--- src/rtl/xbarCtrlPkg.sv ---
package xbarCtrlPkg;
  // One register write from the bus sequencer to the register file
  typedef struct packed {
    logic       wr;
    logic [7:0] addr;
    logic [7:0] data;
  } regWrStrobe_t;
endpackage

--- src/rtl/xbarI2cTarget.sv ---
module xbarI2cTarget
  import xbarCtrlPkg::*;
#(
  parameter int         SYNC_STAGES   = 2,
  parameter logic [6:0] DEV_ADDR_BASE = 7'h03,
  parameter int         ADDR_SEL_BIT  = 6
) (
  input  logic         clk,
  input  logic         rstN,
  input  logic         sclIn,
  input  logic         sdaIn,
  input  logic         addrSel,
  output logic         sdaDriveLow,
  output regWrStrobe_t wrStb
);
  typedef enum logic [1:0] {ST_IDLE, ST_RECV, ST_ACK} tgtState_t;

  logic [SYNC_STAGES-1:0] sclPipe, sdaPipe;
  logic sclS, sdaS, sclD, sdaD;
  logic sclRise, sclFall, startCond, stopCond;
  tgtState_t state;
  logic [3:0] bitCnt;
  logic [7:0] shiftReg, subAddr;
  logic [1:0] byteIdx;
  logic ackDrive;
  logic [6:0] devAddr;
  logic [7:0] devByte;

  always_comb begin
    devAddr = DEV_ADDR_BASE;
    devAddr[ADDR_SEL_BIT] = addrSel;
    devByte = {devAddr, 1'b0};
  end

  always_ff @(posedge clk) begin
    if (!rstN) begin
      sclPipe <= '1;
      sdaPipe <= '1;
      sclD    <= 1'b1;
      sdaD    <= 1'b1;
    end else begin
      sclPipe <= {sclPipe[SYNC_STAGES-2:0], sclIn};
      sdaPipe <= {sdaPipe[SYNC_STAGES-2:0], sdaIn};
      sclD    <= sclS;
      sdaD    <= sdaS;
    end
  end

  assign sclS      = sclPipe[SYNC_STAGES-1];
  assign sdaS      = sdaPipe[SYNC_STAGES-1];
  assign sclRise   = sclS & ~sclD;
  assign sclFall   = ~sclS & sclD;
  assign startCond = sclS & sclD & sdaD & ~sdaS;
  assign stopCond  = sclS & sclD & ~sdaD & sdaS;

  always_ff @(posedge clk) begin
    if (!rstN) begin
      state    <= ST_IDLE;
      bitCnt   <= '0;
      shiftReg <= '0;
      subAddr  <= '0;
      byteIdx  <= '0;
      ackDrive <= 1'b0;
      wrStb    <= '0;
    end else begin
      wrStb.wr <= 1'b0;
      if (startCond) begin
        state    <= ST_RECV;
        bitCnt   <= '0;
        byteIdx  <= '0;
        ackDrive <= 1'b0;
      end else if (stopCond) begin
        state    <= ST_IDLE;
        ackDrive <= 1'b0;
      end else begin
        unique case (state)
          ST_RECV: begin
            if (sclRise && bitCnt < 4'd8) begin
              shiftReg <= {shiftReg[6:0], sdaS};
              bitCnt   <= bitCnt + 4'd1;
            end else if (sclFall && bitCnt == 4'd8) begin
              unique case (byteIdx)
                2'd0: begin
                  if (shiftReg == devByte) begin
                    ackDrive <= 1'b1;
                    state    <= ST_ACK;
                    byteIdx  <= 2'd1;
                  end else begin
                    state <= ST_IDLE;
                  end
                end
                2'd1: begin
                  subAddr  <= shiftReg;
                  ackDrive <= 1'b1;
                  state    <= ST_ACK;
                  byteIdx  <= 2'd2;
                end
                default: begin
                  wrStb    <= '{wr: 1'b1, addr: subAddr, data: shiftReg};
                  ackDrive <= 1'b1;
                  state    <= ST_ACK;
                end
              endcase
            end
          end
          ST_ACK: begin
            if (sclFall) begin
              ackDrive <= 1'b0;
              state    <= ST_RECV;
              bitCnt   <= '0;
            end
          end
          default: ;
        endcase
      end
    end
  end

  assign sdaDriveLow = ackDrive;


  ack_after_fall_chk: assert property (@(posedge clk) disable iff (!rstN)
    $rose(ackDrive) |-> $past(sclFall));

  ack_release_chk: assert property (@(posedge clk) disable iff (!rstN)
    $fell(ackDrive) |-> $past(sclFall || startCond || stopCond));

  stop_idle_chk: assert property (@(posedge clk) disable iff (!rstN)
    stopCond && !startCond |=> state == ST_IDLE && !ackDrive);

  strobe_after_index_chk: assert property (@(posedge clk) disable iff (!rstN)
    wrStb.wr |-> $past(byteIdx) == 2'd2);
endmodule

--- src/rtl/xbarRegFile.sv ---
module xbarRegFile
  import xbarCtrlPkg::*;
#(
  parameter int         NUM_OUT       = 9,
  parameter int         NUM_IN        = 12,
  parameter logic [7:0] CLAMP_LO_ADDR = 8'h1D,
  parameter logic [7:0] CLAMP_HI_ADDR = 8'h1E
) (
  input  logic                  clk,
  input  logic                  rstN,
  input  regWrStrobe_t          wrStb,
  output logic [NUM_OUT-1:0][7:0] cfgReg,
  output logic [NUM_IN-1:0]     clampMode
);
  localparam int HI_W = NUM_IN - 8;

  logic [7:0]      clampLo;
  logic [HI_W-1:0] clampHi;

  for (genvar o = 0; o < NUM_OUT; o++) begin : g_out
    localparam logic [7:0] REG_ADDR = 8'(o + 1);
    always_ff @(posedge clk) begin
      if (!rstN) cfgReg[o] <= '0;
      else if (wrStb.wr && wrStb.addr == REG_ADDR) cfgReg[o] <= wrStb.data;
    end

    cfg_write_only_chk: assert property (@(posedge clk) disable iff (!rstN)
      !$stable(cfgReg[o]) |-> $past(wrStb.wr && wrStb.addr == REG_ADDR));
  end

  always_ff @(posedge clk) begin
    if (!rstN) begin
      clampLo <= '0;
      clampHi <= '0;
    end else if (wrStb.wr) begin
      if (wrStb.addr == CLAMP_LO_ADDR) clampLo <= wrStb.data;
      if (wrStb.addr == CLAMP_HI_ADDR) clampHi <= wrStb.data[HI_W-1:0];
    end
  end

  assign clampMode = {clampHi, clampLo};


  clamp_write_only_chk: assert property (@(posedge clk) disable iff (!rstN)
    !$stable(clampMode) |-> $past(wrStb.wr &&
      (wrStb.addr == CLAMP_LO_ADDR || wrStb.addr == CLAMP_HI_ADDR)));
endmodule

--- src/rtl/xbarRouteDecode.sv ---
module xbarRouteDecode #(
  parameter int NUM_OUT = 9,
  parameter int NUM_IN  = 12,
  parameter int SEL_W   = 5
) (
  input  logic [NUM_OUT-1:0][7:0] cfgReg,
  output logic [NUM_OUT-1:0]        outEnable,
  output logic [NUM_OUT-1:0]        outHiZ,
  output logic [2*NUM_OUT-1:0]      outGain,
  output logic [NUM_OUT*NUM_IN-1:0] outSelect
);
  for (genvar o = 0; o < NUM_OUT; o++) begin : g_out
    logic [SEL_W-1:0] code;
    assign code             = cfgReg[o][SEL_W-1:0];
    assign outEnable[o]     = cfgReg[o][7];
    assign outHiZ[o]        = ~cfgReg[o][7];
    assign outGain[2*o +: 2] = cfgReg[o][6:5];
    for (genvar k = 0; k < NUM_IN; k++) begin : g_in
      assign outSelect[o*NUM_IN + k] = cfgReg[o][7] && (code == SEL_W'(k + 1));
    end
  end
endmodule

--- src/rtl/xbarCtrlBank.sv ---
module xbarCtrlBank
  import xbarCtrlPkg::*;
#(
  parameter int         NUM_OUT       = 9,
  parameter int         NUM_IN        = 12,
  parameter int         SYNC_STAGES   = 2,
  parameter logic [6:0] DEV_ADDR_BASE = 7'h03
) (
  input  logic                      clk,
  input  logic                      rstN,
  input  logic                      sclIn,
  input  logic                      sdaIn,
  input  logic                      addrSel,
  output logic                      sdaDriveLow,
  output logic [NUM_OUT-1:0]        outEnable,
  output logic [NUM_OUT-1:0]        outHiZ,
  output logic [2*NUM_OUT-1:0]      outGain,
  output logic [NUM_OUT*NUM_IN-1:0] outSelect,
  output logic [NUM_IN-1:0]         clampMode
);
  regWrStrobe_t             wrStb;
  logic [NUM_OUT-1:0][7:0]  cfgReg;

  xbarI2cTarget #(
    .SYNC_STAGES(SYNC_STAGES), .DEV_ADDR_BASE(DEV_ADDR_BASE), .ADDR_SEL_BIT(6)
  ) uCtrl (
    .clk(clk), .rstN(rstN), .sclIn(sclIn), .sdaIn(sdaIn), .addrSel(addrSel),
    .sdaDriveLow(sdaDriveLow), .wrStb(wrStb)
  );

  xbarRegFile #(
    .NUM_OUT(NUM_OUT), .NUM_IN(NUM_IN), .CLAMP_LO_ADDR(8'h1D), .CLAMP_HI_ADDR(8'h1E)
  ) uRegs (
    .clk(clk), .rstN(rstN), .wrStb(wrStb), .cfgReg(cfgReg), .clampMode(clampMode)
  );

  xbarRouteDecode #(.NUM_OUT(NUM_OUT), .NUM_IN(NUM_IN), .SEL_W(5)) uDec (
    .cfgReg(cfgReg), .outEnable(outEnable), .outHiZ(outHiZ),
    .outGain(outGain), .outSelect(outSelect)
  );

  for (genvar o = 0; o < NUM_OUT; o++) begin : g_chk

    sel_onehot_chk: assert property (@(posedge clk) disable iff (!rstN)
      $onehot0(outSelect[o*NUM_IN +: NUM_IN]));

    off_no_route_chk: assert property (@(posedge clk) disable iff (!rstN)
      outHiZ[o] |-> outSelect[o*NUM_IN +: NUM_IN] == '0 && !outEnable[o]);
  end
endmodule

--- config.mk ---
export PLATFORM = sky130hd
export DESIGN_NAME = xbarCtrlBank
export DESIGN_NICKNAME = d
export VERILOG_FILES = /design/src/rtl/xbarCtrlPkg.sv /design/src/rtl/xbarI2cTarget.sv /design/src/rtl/xbarRegFile.sv /design/src/rtl/xbarRouteDecode.sv /design/src/rtl/xbarCtrlBank.sv
export SDC_FILE = /design/constraint.sdc
export NUM_CORES = 1
export LEC_CHECK = 0
export CORE_MARGIN = 3
export CORE_UTILIZATION = 35
export DETAILED_ROUTE_END_ITERATION = 8
export DONT_BUFFER_PORTS = 1
export GPL_TIMING_DRIVEN = 0
export PLACE_DENSITY_LB_ADDON = 0.2
export SLEW_MARGIN = 0
export SYNTH_ARGS = -nofsm -noshare
export SYNTH_HDL_FRONTEND = slang
export SYNTH_HIERARCHICAL = 1
export SYNTH_SLANG_ARGS = --single-unit
--- constraint.sdc ---
create_clock -name clk -period 2.2 [get_ports clk]
set_input_delay 0.66 -clock clk [delete_from_list [all_inputs] [get_ports clk]]
set_output_delay 0.66 -clock clk [all_outputs]
set_load 0.01 [all_outputs]
# ---- After elaboration in Yosys (flattened, before gate mapping)
# Index checks and enable logic that the tools add are counted.
dict set report word_totals {
  inputBits 5
  register_bits 132
  word_cells 344
  output_inout_bits 157
}
dict set report op_classes {
  addsub 1
  order_cmp 1
  n_bitwise 27
  reduce_logical 137
  mux 20
  eq_ne 133
}
# op count
set op_table {}
lappend op_table {{== test 5 x 4 -> 1 bit (second input constant)} 45}
lappend op_table {{== test 5 x 3 -> 1 bit (second input constant)} 36}
lappend op_table {{logical AND 1 bit} 119}
lappend op_table {{== test 5 x 2 -> 1 bit (second input constant)} 18}
lappend op_table {{== test 5 x 1 -> 1 bit (second input constant)} 9}
lappend op_table {{== test 8 x 3 -> 1 bit (second input constant)} 4}
lappend op_table {{NOT 1 bit} 20}
lappend op_table {{AND reduction 6 bit} 3}
lappend op_table {{two-way mux 17 bit} 1}
lappend op_table {{== test 8 x 2 -> 1 bit (second input constant)} 2}
lappend op_table {{== test 8 x 4 -> 1 bit (second input constant)} 2}
lappend op_table {{== test 8 x 5 -> 1 bit (second input constant)} 2}
lappend op_table {{AND reduction 4 bit} 4}
lappend op_table {{two-way mux 2 bit} 6}
lappend op_table {{== test 8 x 1 -> 1 bit (second input constant)} 1}
lappend op_table {{== test 8 bit} 1}
lappend op_table {{two-way mux 4 bit} 2}
lappend op_table {{!= test 2 x 1 -> 1 bit (second input constant)} 4}
lappend op_table {{!= test 4 x 1 -> 1 bit (second input constant)} 2}
lappend op_table {{one-hot mux 2 bit (2 select lines)} 2}
lappend op_table {{one-hot mux 4 bit (2 select lines)} 1}
lappend op_table {{AND 1 bit} 7}
lappend op_table {{two-way mux 1 bit} 7}
lappend op_table {{OR reduction 6 bit} 1}
lappend op_table {{other kinds (16)} 20}

# ---- Depth between registers and ports, before layout
# Gate-level depths: netlist of run 1.
dict set report depth {
  depth_word 8
  ltp_mapped 9
  depth_no_buf 6
}

# ---- Hierarchy
# Netlist of run 1, hierarchy kept.
# mod seq_area_each_um2 cells_each area_each_um2 instances
set modules_own_cells {}
lappend modules_own_cells {xbarRegFile 1681.6 303 3183.1 1}
lappend modules_own_cells {xbarI2cTarget 960.9 203 1968.1 1}
lappend modules_own_cells {xbarRouteDecode 0.0 217 1420.1 1}

# ---- Worst setup path after synthesis of run 1
# No wires, ideal clock.
dict set report synth_path {
  kind {register to register}
  from {register, netlist name uCtrl/wrStb[13]}
  to {register uRegs/cfgReg[56] (netlist bit)}
  stages_incl_launch_ff 6
  required_ns 2.068
  path_buffers 2
  synth_period_minus_slack_ns 1.870
  path_slack_ns 0.330
  arrival_ns 1.738
  cell_sequence {dfxtp_1 > or4_1 > buf_6 > or4b_4 > buf_6 > mux2i_1}
}
dict set report synth_between {
  elab_chain_cells 2
}
# element line_no
set synth_rtl {}
lappend synth_rtl {{== test 8 x 4 -> 1 bit} xbarRegFile.sv:24} ;# else if (wrStb.wr && wrStb.addr == REG_ADDR) cfgReg[o] <= wrStb.data;
lappend synth_rtl {{logical AND 1 bit} xbarRegFile.sv:24}
lappend synth_rtl {{end signal, assigned by index} xbarRegFile.sv:24}
lappend synth_rtl {{end, declared} xbarRegFile.sv:12} ;# output logic [NUM_OUT-1:0][7:0] cfgReg,
# No other way between the ends.
# A chain may end at the register's enable or synchronous reset.

# ---- Worst setup path in the final report of run 1
dict set report layout_path {
  from {register uRegs/cfgReg[0] (netlist bit)}
  to {output port outSelect[6]}
}
dict set report layout_between {
  elab_chain_cells 2
}
# element line_no
set layout_rtl {}
lappend layout_rtl {{== test 5 x 3 -> 1 bit} xbarRouteDecode.sv:19} ;# assign outSelect[o*NUM_IN + k] = cfgReg[o][7] && (code == SEL_W'(k + 1));
lappend layout_rtl {{logical AND 1 bit} xbarRouteDecode.sv:19}
lappend layout_rtl {{end, declared} xbarCtrlBank.sv:18} ;# output logic [NUM_OUT*NUM_IN-1:0] outSelect,
# No other way between the ends.

==> impl_summary.md, run 1 <==
Status
The run finished with clean final reports.

Final layout
Leaving out fill and tap cells, the most frequent cells in the layout are sky130_fd_sc_hd__dfxtp_1, sky130_fd_sc_hd__nand2_1, sky130_fd_sc_hd__mux2i_1, sky130_fd_sc_hd__nor2_1, sky130_fd_sc_hd__buf_4. For this run, the share of the core covered by cells in the final layout is 41.3%. From synthesis to final layout, the design area changed by 14.5%. The share of cells above drive strength 1 is 15.8%. The area of all sequential standard cells is 2640 µm².

The most frequent standard cell in the layout excluding fill and tap cells is sky130_fd_sc_hd__dfxtp_1. The number of filler cells placed in the layout is 1819. In the final layout, the multi-input gates occupy 3590 µm². The number of antenna diodes in the final layout is 0. At the end of the flow, the number of nets in the layout was 751.

Floorplan
The core region area is 18200 µm². The area of the die is 20500 µm². The site row count is 49. In this run the vertical extent of the chip is 143 µm. In this run the count of I/O pins placed on the die edge is 162. The initial core utilization is 36.1%. The die width is 143 µm.

Routing
The remaining routing DRC violations is 0. The routed wire length is 16500 µm. For this block, the initial DRC count from the detailed router was 313. The pre-antenna-repair detailed-routing pass consisted of 5 iterations. The detail route stage leaves a number of antenna-violating nets equal to 0. Summing over every cut layer, the via total after detailed routing is 5130.

Using the TritonRoute via totals, the vias-per-cell ratio works out to 5.21. The average routed wire per standard cell is 16.8 µm.

Timing
The worst slew margin relative to its limit is 40.0%. The number of hold-slack violations in the final timing report is 0. The sum of negative setup slack is 0 ns. Setup violations remaining at the end of the flow were counted as 0.

Between clock sinks in the finished design, the worst skew comes to 0.0106 ns. For the pin with the worst max-slew slack, the measured transition is 0.900 ns. The highest achievable clock rate is 466 MHz. Setup repair after global routing could not meet its margin everywhere. The count of pins over their slew limit is 0. After layout, the worst path uses 97.5% of the clock period. The worst path in the final design needs a cycle of 2.14 ns, including I/O delays and setup. On the final layout, the worst hold slack is 0.321 ns.

Logic synthesis
The share of the synthesized area in compound gates (AO/OA/AOI/OAI) is 2.28%. Yosys mapped the design onto 49 distinct sky130hd cell types. The cell count after synthesis came out at 723. After synthesis, the share of flip-flops with an asynchronous set or reset is 0%. The post-synthesis sequential area ratio is 40.2%. The mux cell area share after synthesis is 16.9%. The simple logic cell fraction of the synthesized area is 32.6%.

Summing every instance area after synthesis gives 6570 µm². During synthesis, Yosys emitted a total of 6 warnings. The number of storage elements in the synthesis netlist is 132. By area, the combinational part of the netlist is dominated by simple AND/OR/NAND/NOR gates.

The number of nets in the synthesized netlist is 732. The leading register cell type out of synthesis is sky130_fd_sc_hd__dfxtp_1. Of the total synthesized cell area, the portion taken by full adders, half adders and majority gates is 0.762%.

The xor/xnor cell area share of the yosys netlist is 0.267%. The average instance in the mapped netlist occupies 9.09 µm². The number of flops mapped to enable cells by yosys is 0.

Global routing
The number of global-route vias before repair is 4792. Across every metal layer, demand over resource in global routing totals 15.5%. Entering global routing, the biggest net connects 17 pins.

The first global-routing pass estimated 25200 µm of wire. The total global routing overflow is 0. The number of antenna violations at the first check in global routing is 0.

Clocking
In this run the clock root is driven by a sky130_fd_sc_hd__clkbuf_16. The total of hold buffers inserted after clock tree synthesis is 0. After clock tree synthesis, the clock-pin slew on the worst setup and hold paths is 0.06 ns.

The H-tree was split into 4 levels. For this design, the sink count on the clock tree is 132. The maximum buffer depth of the clock tree is 2. The number of buffers added by the clock tree synthesis step is 17. The number of setup buffers added after CTS is 0.

The CTS tree is yes. The clock reaches the later pin of the worst-skew pair after 0.41 ns.

Critical path
The slowest cell on the critical path is sky130_fd_sc_hd__dfxtp_1. The required time at the worst-slack endpoint is 1.54 ns. The worst-case register-to-register setup slack is 0.14 ns. For the worst setup path, the data arrival time is 1.48 ns. The category of the most critical setup path is register to output port. The worst stage delay on the critical path is 0.50 ns. The family with the most delay on the worst path is simple AND/OR/NAND/NOR gates. The cell count of the worst reg-to-reg path is 5. Walking the worst path, the cells encountered are nand3b_2, nor3_1.

In this run the critical register-to-register path is launched from uCtrl/wrStb[15]$_SDFFE_PN0P_. Of all nets on the critical path, the largest fanout is 8. The total buffers and inverters traversed by the critical path is 0. STA classifies the critical path endpoint as an output port. The worst register-to-register path ends at uRegs/cfgReg[68]$_SDFFE_PN0P_. The type of element launching the critical path is a register.

Min path
Counting instances, the worst hold path has a depth of 1. The tightest min-delay check is of the input port to register type. The beginning of the worst hold path is rstN. For hold timing, the worst endpoint is uCtrl/sclPipe[1]$_SDFF_PN1_.

Pwr
Combinational cells account for 1.4% of the total power. The leakage power is 2.61 nW. The maximum resistive drop on vdd is 0.533 mV. The relative contribution of the clock network to total power is 51.2%. The internal power consumption is 4.01 mW. The switching power as a share of total power is 20.9%. In this run the power density over the cells is 674 nW/µm². The register share of total power is 47.4%. For this design the total switching power over the nets is 1.06 mW.

Place
After legalization and detailed placement, the total HPWL measured 11700 µm. The number of buffers added on ports is 0. The congestion estimate from routability-driven global placement came to 0.779.

Flow run
The max-cap check violation count is 0.
[per-stage QoR]
stage | instances | setup slack (ns) | cell area, µm² | power, mW
floorplan | 723 | 0.330 | 6570 | 2.50
CTS | 984 | 0.0120 | 7430 | 5.13
detailed placement | 952 | 0.0333 | 6860 | 2.52
global placement | 952 | 0.0335 | 6860 | 2.52
finish | 984 | 0.0558 | 7520 | 5.07
global route | 984 | 0.000380 | 7520 | 5.24
[repair_timing]
action	4_1_cts	5_1_grt
gates resized for setup	4	15
setup endpoints to repair	4	16
cloned	0	0
pin swaps	0	0
[power groups by stage]
stage | logic (mW) | clock network [mW] | registers [mW]
detailed placement | 0.0703 | 0 | 2.45
global route | 0.0773 | 2.76 | 2.40
floorplan | 0.0491 | 0 | 2.45
finish | 0.0705 | 2.60 | 2.40
global placement | 0.0691 | 0 | 2.45
CTS | 0.0706 | 2.66 | 2.40
[routing by layer]
layer / track usage, % / wire [µm] / vias to the layer above
met4: 5.45 / 236 / 0
li1: - / - / 2523
met2: 26.9 / 8110 / 125
met5: 0 / 0 / -
met3: 3.78 / 710 / 15
met1: 18.7 / 7430 / 2467
[cell usage after synthesis, types with 2 or more instances]
cell type                   count  area share [%]
sky130_fd_sc_hd__a21oi_1       13            0.99
sky130_fd_sc_hd__and4bb_2       2            0.38
sky130_fd_sc_hd__buf_2          6            0.46
sky130_fd_sc_hd__buf_4         31             3.5
sky130_fd_sc_hd__buf_6          3            0.51
sky130_fd_sc_hd__clkbuf_1      19             1.1
sky130_fd_sc_hd__dfxtp_1      132              40
sky130_fd_sc_hd__ha_1           4            0.76
sky130_fd_sc_hd__inv_1         19             1.1
sky130_fd_sc_hd__mux2i_1      110              17
sky130_fd_sc_hd__nand2_1      122             7.0
sky130_fd_sc_hd__nand2b_1      30             2.9
sky130_fd_sc_hd__nand2b_4       3            0.63
sky130_fd_sc_hd__nand3_1        3            0.23
sky130_fd_sc_hd__nand3b_1       4            0.46
sky130_fd_sc_hd__nand3b_4       2            0.61
sky130_fd_sc_hd__nand4b_1       9             1.2
sky130_fd_sc_hd__nand4bb_1     24             4.1
sky130_fd_sc_hd__nand4bb_2      2            0.50
sky130_fd_sc_hd__nor2_1        88             5.0
sky130_fd_sc_hd__nor2b_1        3            0.29
sky130_fd_sc_hd__nor3_1        32             2.4
sky130_fd_sc_hd__nor4_1        12             1.1
sky130_fd_sc_hd__nor4_2        11             2.1
sky130_fd_sc_hd__nor4_4         3            0.97
sky130_fd_sc_hd__nor4b_1        3            0.40
sky130_fd_sc_hd__o21ai_0        6            0.46
sky130_fd_sc_hd__or4_1          5            0.57
sky130_fd_sc_hd__xnor2_1        2            0.27
[worst reg2reg max path, delay by kind of cell (launching register included)]
family / cells / cell delay, ns
AND/OR/NAND/NOR: 2 / 0.86
multiplexers: 1 / 0.23
flip-flops: 1 / 0.37
buffers and inverters: 2 / 0.52
[worst max-delay path by stage]
stage                                            start                       endpoint  slack [ns]  cells after the start
after CTS                 uRegs/cfgReg[0]$_SDFFE_PN0P_                   outSelect[0]        0.01                      2
after global routing      uRegs/cfgReg[0]$_SDFFE_PN0P_                   outSelect[6]      0.0004                      2
after detailed placement                          rstN  uRegs/cfgReg[19]$_SDFFE_PN0P_        0.03                      4
final                     uRegs/cfgReg[0]$_SDFFE_PN0P_                   outSelect[6]        0.06                      2
after floorplan           uCtrl/wrStb[13]$_SDFFE_PN0P_  uRegs/cfgReg[56]$_SDFFE_PN0P_        0.33                      5
after global placement                            rstN  uRegs/clampLo[3]$_SDFFE_PN0P_        0.03                      4
[registers in the layout (all words and copies together) (netlist names)]
name	count
uCtrl/bitCnt	4
uCtrl/byteIdx	2
uCtrl/sclD	1
uCtrl/sclPipe	2
uCtrl/sdaD	1
uCtrl/sdaDriveLow	1
uCtrl/sdaPipe	2
uCtrl/shiftReg	8
uCtrl/state	2
uCtrl/subAddr	8
uCtrl/wrStb	17
uRegs/cfgReg	72
uRegs/clampHi	4
uRegs/clampLo	8
[cells by family after synthesis]
family	after synthesis
DFF	132
muxes	111
adders and majority gates	4
xor gates and xnor gates	2
AOI/OAI and AO/OA	26
buffers and inverters	79
and+or+nand+nor	369
[cell type report]
cell class	instances	area share, %
flip-flops and latches	132	35.1
plain buffers	60	5.16
clock inverters	10	1.10
inverters	19	0.948
clock buffers	22	6.17
well taps	229	3.81
multi-input cells	512	47.7
(Power assumes the default switching activity.)
==> inputs of run 2 (changes only) <==
REMOVE_ABC_BUFFERS = 1   (was default)
==> run 2 against run 1 <==
Register-to-register slack got worse by 0.26 ns. Worst setup slack got worse by 0.17 ns. Core utilization decreased by 1.2 points. Largest power group unchanged. Maximum frequency decreased by 7.5%. Non-clock buffer count decreased by 55. First-iteration DRC count decreased by 41%. Critical endpoint is now uRegs/cfgReg[3]$_SDFFE_PN0P_. The run now ends with setup timing left. Routed wire length decreased by 5.3%. Design area decreased by 2.9%.
==> impl_summary.md, run 2 (synthesis gave the netlist of run 1 again) <==
Status
The run finished, with violations left. The checks that failed: setup timing.

Timing
The count of pins over their slew limit is 0. At the pin with the least slew margin, the transition time is 1.09 ns. On the final layout, the worst clock skew is 0.00492 ns.

The number of hold-slack violations in the final timing report was 0. Of the available clock period, the critical path in the final layout requires 105%. The worst slew margin relative to its limit is 27.0%. The final worst setup slack is -0.117 ns. Setup repair after global routing could not meet its margin everywhere.

The highest achievable clock rate is 432 MHz. After routing, the total negative slack on setup checks comes to -1.07 ns. Counting I/O delays and the setup requirement, the final critical path takes 2.32 ns. The number of failing setup endpoints in the final timing report is 16.

Critical path
The worst reg2reg path endpoint is uRegs/cfgReg[3]$_SDFFE_PN0P_. The worst setup path is launched from a register. The endpoint kind of the worst setup timing path is a register. Measured in cells, the most critical reg-to-reg path has a length of 3. The startpoint of the most critical setup path is uCtrl/wrStb[15]$_SDFFE_PN0P_. The worst setup path endpoint is uRegs/cfgReg[3]$_SDFFE_PN0P_.

The required time at the worst-slack endpoint is 2.45 ns. The worst setup path is of the register to register kind. The endpoint arrival time on the critical path is 2.57 ns. The startpoint identified for the worst register-to-register timing path is uCtrl/wrStb[15]$_SDFFE_PN0P_. The worst-case register-to-register setup slack is -0.12 ns. In this run the worst path has a maximum fanout of 9.

Place
The placed instances occupy a cell area of 6510 µm². The estimated wirelength of the detail-placed design is 10500 µm. The number of placed instances, taps included, is 895. Routability-driven placement finished with a final weighted congestion of 0.782. The number of buffers added on ports is 0.

Clocking
The clock sink count is 132. The maximum buffer depth of the clock tree is 2. In this run, CTS created clock tree buffers numbering 17. The H-tree was split into 4 levels. The insertion delay to the later sink of the worst-skew pair is 0.41 ns. The total of hold buffers inserted after clock tree synthesis is 0.

Clock-pin slew was measured on the worst setup and hold paths at 0.05 ns. TritonCTS built the clock tree. In this run the clock root is driven by a sky130_fd_sc_hd__clkbuf_16.

Global routing
The met1 usage is 17.6%. The number of antenna violations at the first check in global routing came to 0. The global routing usage on met3 is 4.35%.

The global routing stage identified its most utilized layer as met2. The total overflow left after global routing is 0. Entering global routing, the biggest net connects 103 pins.

The first global-routing pass estimated 24300 µm of wire. The number of global-route vias before repair is 4708. The global router's overall resource usage is 14.8%. The global routing met2 resource utilization is 25.8%.

Final layout
The post-route cell area is 7310 µm². Of the cells placed in the final design, the portion with a size suffix greater than 1 is 15.0%. Once layout is complete, the cells apart from fillers number 929. The number of antenna diodes in the final layout is 0. Summing all multi-input logic gate instances after layout gives 3650 µm².

Registers take 2660 µm². The flip-flop count of the largest register after layout is 72. The layout overhead on the synthesized area is 11.2%. The largest registers in the layout are uRegs/cfgReg: 72 flops, uCtrl/wrStb: 17 flops.

The register with the most flip-flops in the final layout is uRegs/cfgReg. The number of filler cells placed in the layout is 1789. The final layout contains 696 nets. The library cells used most frequently in the layout, excluding fill and tap cells, are sky130_fd_sc_hd__nand2_1, sky130_fd_sc_hd__dfxtp_1, sky130_fd_sc_hd__mux2i_1, sky130_fd_sc_hd__nor2_1, sky130_fd_sc_hd__nand2b_1.

Floorplan
Measured along the y axis, the die boundary spans 143 µm. The site row count is 49. The area of the die is 20500 µm².

For this configuration, the core starts out at a cell density of 36.1%. 162 I/O pins were placed. The floorplan step set the die width to 143 µm. The core region area is 18200 µm².

Pwr
The maximum resistive drop on vdd is 0.549 mV. The leakage power is 2.46 nW. Power spread over the standard cell area amounts to 709 nW/µm².

Routing
The average routed wire per standard cell is 16.8 µm. The first TritonRoute pass finished after 4 iterations. The routed wire length is 15600 µm. The via density per instance is 5.32. For this block, the via count after detailed routing is 4945. The starting DRC count in detailed routing is 186.

After detailed routing, the number of remaining DRC violations is 0. The antenna violation net count after detailed routing is 0.

Min path
In this run the worst hold path is classified as input port to register.

Flow run
The max-cap check violation count is 0.
run 2: routing by layer:
layer  vias to the layer above  wire length (µm)
met3                        17               852
met2                       125              7790
met5                         -                 0
met1                      2406              6780
met4                         0               200
li1                       2397                 -
run 2: per-stage QoR:
stage | worst slack, ns | hold slack (ns) | utilization [%] | total power, mW
after floorplan | -0.537 | 0.386 | - | 2.48
after global placement | -1.14 | 0.394 | 35.5 | 2.48
after detailed placement | -0.0918 | 0.402 | 35.8 | 2.49
after CTS | -0.101 | 0.324 | 39.3 | 5.24
after global routing | -0.191 | 0.327 | 40.1 | 5.38
final | -0.117 | 0.352 | 40.1 | 5.18
run 2: critical path, cell delays in order, from the launching register on:
cell and delay, ns:
sky130_fd_sc_hd__dfxtp_1 0.36, sky130_fd_sc_hd__or4_1 0.74, sky130_fd_sc_hd__or4_1 0.83, sky130_fd_sc_hd__mux2i_1 0.22
run 2: final cells by class:
class	count	share of cell area (%)
Multi-Input combinational cell	512	50.0
Sequential cell	132	36.3
Clock buffer	22	6.49
Tap cell	229	3.92
Clock inverter	10	1.44
Inverter	19	0.976
Timing Repair Buffer	5	0.856
run 2: how the worst min path moves through the flow:
stage	startpoint	to	cells after the start
3_5_place_dp	uCtrl/sclPipe[0]$_SDFF_PN1_	uCtrl/sclPipe[1]$_SDFF_PN1_	1
5_1_grt	rstN	uCtrl/sclD$_SDFF_PN1_	1
2_1_floorplan	uCtrl/sclPipe[0]$_SDFF_PN1_	uCtrl/sclPipe[1]$_SDFF_PN1_	1
4_1_cts	rstN	uCtrl/sclD$_SDFF_PN1_	1
6_report	sclIn	uCtrl/sclPipe[0]$_SDFF_PN1_	1
3_3_place_gp	uCtrl/sclPipe[0]$_SDFF_PN1_	uCtrl/sclPipe[1]$_SDFF_PN1_	1
run 2: where the power goes:
part           switching, mW  internal, mW
combinational         0.0208        0.0114
sequential           0.00555          2.40
clock                   1.00          1.74
run 2: timing repair:
action | in CTS | in global routing
setup buffers | 0 | 2
gates resized for setup | 11 | 28
pin swaps | 0 | 1
endpoints found under the setup margin | 41 | 89
==> inputs of run 3 (changes only) <==
PLACE_DENSITY = 0.49   (was default)
PLACE_DENSITY_LB_ADDON = default   (was 0.2)
SYNTH_HIERARCHICAL = default   (was 1)
==> run 3 against run 2 <==
Clock power is 8.4% higher. The run still ends with setup timing left. Hold slack worse by 0.0062 ns. Clock skew is 0.0060 ns higher. Count of clock-buffer cells in the layout stayed put.
==> impl_summary.md, run 3 <==
Logic synthesis
After synthesis, the largest area contributor takes up 43.1% of total cell area. Yosys mapped the design onto 53 distinct sky130hd cell types. The async set-reset flop share out of synthesis is 0%. After synthesis, the cell types taking the most area are sky130_fd_sc_hd__dfxtp_1, sky130_fd_sc_hd__nand3_1, sky130_fd_sc_hd__nor2_1, sky130_fd_sc_hd__mux2i_1, sky130_fd_sc_hd__nand2b_1. The number of flops mapped to enable cells by yosys is 0.

Synthesis produced 777 cells. sky130_fd_sc_hd__dfxtp_1 takes more of the synthesized area than any other cell. The leading register cell type out of synthesis is sky130_fd_sc_hd__dfxtp_1.

The average cell area after synthesis is 7.90 µm². Of the synthesized area, sequential elements account for 43.1%. The synthesized area is 6130 µm². The most common cell in the netlist is sky130_fd_sc_hd__dfxtp_1. By count the netlist is led by sky130_fd_sc_hd__dfxtp_1, sky130_fd_sc_hd__nor2_1, sky130_fd_sc_hd__nand3_1.

Yosys printed 0 warnings. After synthesis the netlist holds a flip-flop and latch count of 132.

Timing
The part of the cycle the worst path needs is 103%. The highest achievable clock rate is 440 MHz. Setup repair after global routing could not meet its margin everywhere. Setup violations remaining at the end of the flow were counted as 7. The final worst setup slack is -0.0717 ns. At the pin with the least slew margin, the transition time is 1.00 ns. The number of hold-slack violations in the final timing report is 0. On the final layout, the worst clock skew is 0.0110 ns. The count of pins over their slew limit is 0.

For the finished layout, the period the worst path requires is 2.27 ns. The sum of negative setup slack is -0.292 ns. Measured against its own limit, the worst slew margin works out to 32.9%.

Status
The flow ran to the end, but the final reports show violations. The checks that failed: setup timing.

Place
Before CTS, the worst setup slack after placement is -0.127 ns. The final weighted congestion in routability-driven placement is 0.811. The wire-length estimate of the detail-placed layout is 10700 µm. In this run the tool buffered the top-level ports with 0 buffer cells.

Pwr
The maximum resistive drop on vdd is 0.512 mV. The post-route total power is 5.44 mW. Summed over all cells, the static leakage comes to 2.18 nW. The net switching power of the design is 1.05 mW. The internal power consumption is 4.39 mW. In this run, the clock network consumes 54.8% of the power. The power density of the placed cells is 785 nW/µm². Of the total power, the share spent switching nets is 19.3%.

Per report_power, the combinational group accounts for 1.0% of the total. Per report_power, the sequential group accounts for 44.2% of the total.

Floorplan
The initial core utilization is 36.3%. The top-level port count is 162. The die boundary height is 138 µm.

The initialized floorplan defines 47 standard-cell rows. The die width is 138 µm. The floorplan step defined a core boundary enclosing 16900 µm². The area of the die is 19200 µm².

Final layout
The number of filler cells placed in the layout is 1694. The flip-flop count of the largest register after layout is 72. The number of diodes added for antenna fixing is 0. The largest registers in the layout are uRegs.cfgReg: 72 flops, uCtrl.wrStb: 17 flops.

In the layout the commonest cells are sky130_fd_sc_hd__dfxtp_1, sky130_fd_sc_hd__nor2_1, sky130_fd_sc_hd__nand3_1, sky130_fd_sc_hd__nand2_1. The post-layout net count is 739. The share of cells above drive strength 1 is 13.3%. The register with the highest flop count is uRegs.cfgReg. Leaving out fill and tap cells, the most frequent cell in the layout is sky130_fd_sc_hd__dfxtp_1. The area growth from synthesis to layout is 12.9%.

Critical path
STA classifies the critical path endpoint as an output port. The worst stage delay on the critical path is 0.56 ns. Traced cell by cell, the critical path runs through inv_4, or4b_4, nor3_4. STA classifies the critical path startpoint as a register. The worst-case register-to-register setup slack is 0.12 ns.

The required time at the worst-slack endpoint is 1.54 ns. The slowest stage of the critical path is the sky130_fd_sc_hd__or4b_4 cell. Of all nets on the critical path, the largest fanout is 5.

Data on the critical path arrives at its endpoint at 1.61 ns. By startpoint and endpoint, the worst setup path is classified as register to output port.

Routing
The starting DRC count in detailed routing is 216. For this run, the detailed router's first-pass iteration total came to 4. The routed wire length is 15600 µm. Detailed routing inserted a total of 5173 vias. The via density per instance is 5.37.

Once detail routing completed, the nets flagged for antenna violations numbered 0. After detailed routing, the number of remaining DRC violations is 0. The average routed wire per standard cell is 16.2 µm.

Flow run
Across the run, the number of max-cap violations was 0.

Global routing
The number of global-route vias before repair is 4648. Global routing finished with a remaining overflow of 0. The pin count of the biggest net entering global routing is 76. The global router's overall resource usage is 15.8%.

The number of antenna violations at the first check in global routing is 0. The first global-routing pass estimated 25000 µm of wire.

Clocking
The register clock-pin slew on the reported worst setup and hold paths is 0.06 ns. TritonCTS created 17 clock buffers. TritonCTS built the clock tree. For the worst-skew pair, the clock arrives at the later sink with an insertion delay of 0.42 ns. The cell sitting at the root of the clock tree is a sky130_fd_sc_hd__clkbuf_16. The clock drives 132 sinks.

In this run, post-CTS hold repair placed 0 buffers. No sink is reached through more buffers than the 2 on the longest clock path. The maximum level of the CTS H-tree is 4.

Min path
The type of the tightest min-delay check is input port to register.
## run 3: cells by family (layout without fill, tap and decap cells)
| kind of cell | Yosys count | count (layout) | share of synthesized area (%) |
|---|---|---|---|
| and+or+nand+nor | 394 | 394 | 32.3 |
| AOI/OAI and AO/OA | 133 | 133 | 11.8 |
| DFF | 132 | 132 | 43.1 |
| buffers and inverters | 83 | 49 | 6.89 |
| muxes | 30 | 30 | 4.92 |
| adders and majority gates | 4 | 4 | 0.816 |
| xor gates and xnor gates | 1 | 1 | 0.143 |
## run 3: per-stage QoR
| stage | util (%) | hold slack, ns | cells | instance area (µm²) |
|---|---|---|---|---|
| 2_1_floorplan | - | 0.386 | 709 | 5770 |
| 3_3_place_gp | 35.8 | 0.407 | 929 | 6040 |
| 3_5_place_dp | 35.8 | 0.406 | 929 | 6040 |
| 4_1_cts | 40.1 | 0.312 | 961 | 6760 |
| 5_1_grt | 41.0 | 0.306 | 963 | 6930 |
| 6_report | 41.0 | 0.346 | 963 | 6930 |
## run 3: repair_timing
action	CTS	global route
pin swaps	4	8
endpoints found under the hold margin	0	0
resized for setup	30	43
setup buffers	0	2
endpoints found under the setup margin	50	67
## run 3: worst max-delay path, delay by kind of cell (launching register included)
kind	cells	cell delay [ns]
flip-flops	1	0.40
AND/OR/NAND/NOR	2	0.74
buffers and inverters	1	0.06
## run 3: metal layers
| layer | global-route usage [%] | wire length (µm) | up-vias |
|---|---|---|---|
| li1 | - | - | 2599 |
| met1 | 20.2 | 7170 | 2431 |
| met2 | 25.6 | 7520 | 130 |
| met3 | 5.01 | 804 | 13 |
| met4 | 4.94 | 132 | 0 |
| met5 | 0 | 0 | - |
## run 3: cell type report
type                       instances  area (µm²)  area share (%)
clock buffer                      22         474            6.84
clock inverter                    10         153            2.20
inverter                          15        58.8           0.849
multi-input combinational        562        3290            47.5
sequential                       132        2660            38.4
tap                              220         275            3.97
timing repair buffer               2        15.0           0.217
## run 3: final timing paths
kind / start / end / cells past startpoint
min: sdaIn / uCtrl.sdaPipe[0]$_SDFF_PN1_ / 1
max reg2reg: uCtrl.wrStb[12]$_SDFFE_PN0P_ / uRegs.cfgReg[10]$_SDFFE_PN0P_ / 4
min reg2reg: uCtrl.sclPipe[0]$_SDFF_PN1_ / uCtrl.sclPipe[1]$_SDFF_PN1_ / 1
max: uRegs.cfgReg[7]$_SDFFE_PN0P_ / outSelect[7] / 3
## run 3: power by group through the flow
| stage | Sequential, mW | Combinational (mW) | Clock, mW |
|---|---|---|---|
| after CTS | 2.41 | 0.0565 | 3.05 |
| after detailed placement | 2.46 | 0.0562 | 0 |
| final | 2.40 | 0.0558 | 2.98 |
| after floorplan | 2.46 | 0.0429 | 0 |
| after global placement | 2.46 | 0.0555 | 0 |
| after global routing | 2.40 | 0.0631 | 3.17 |
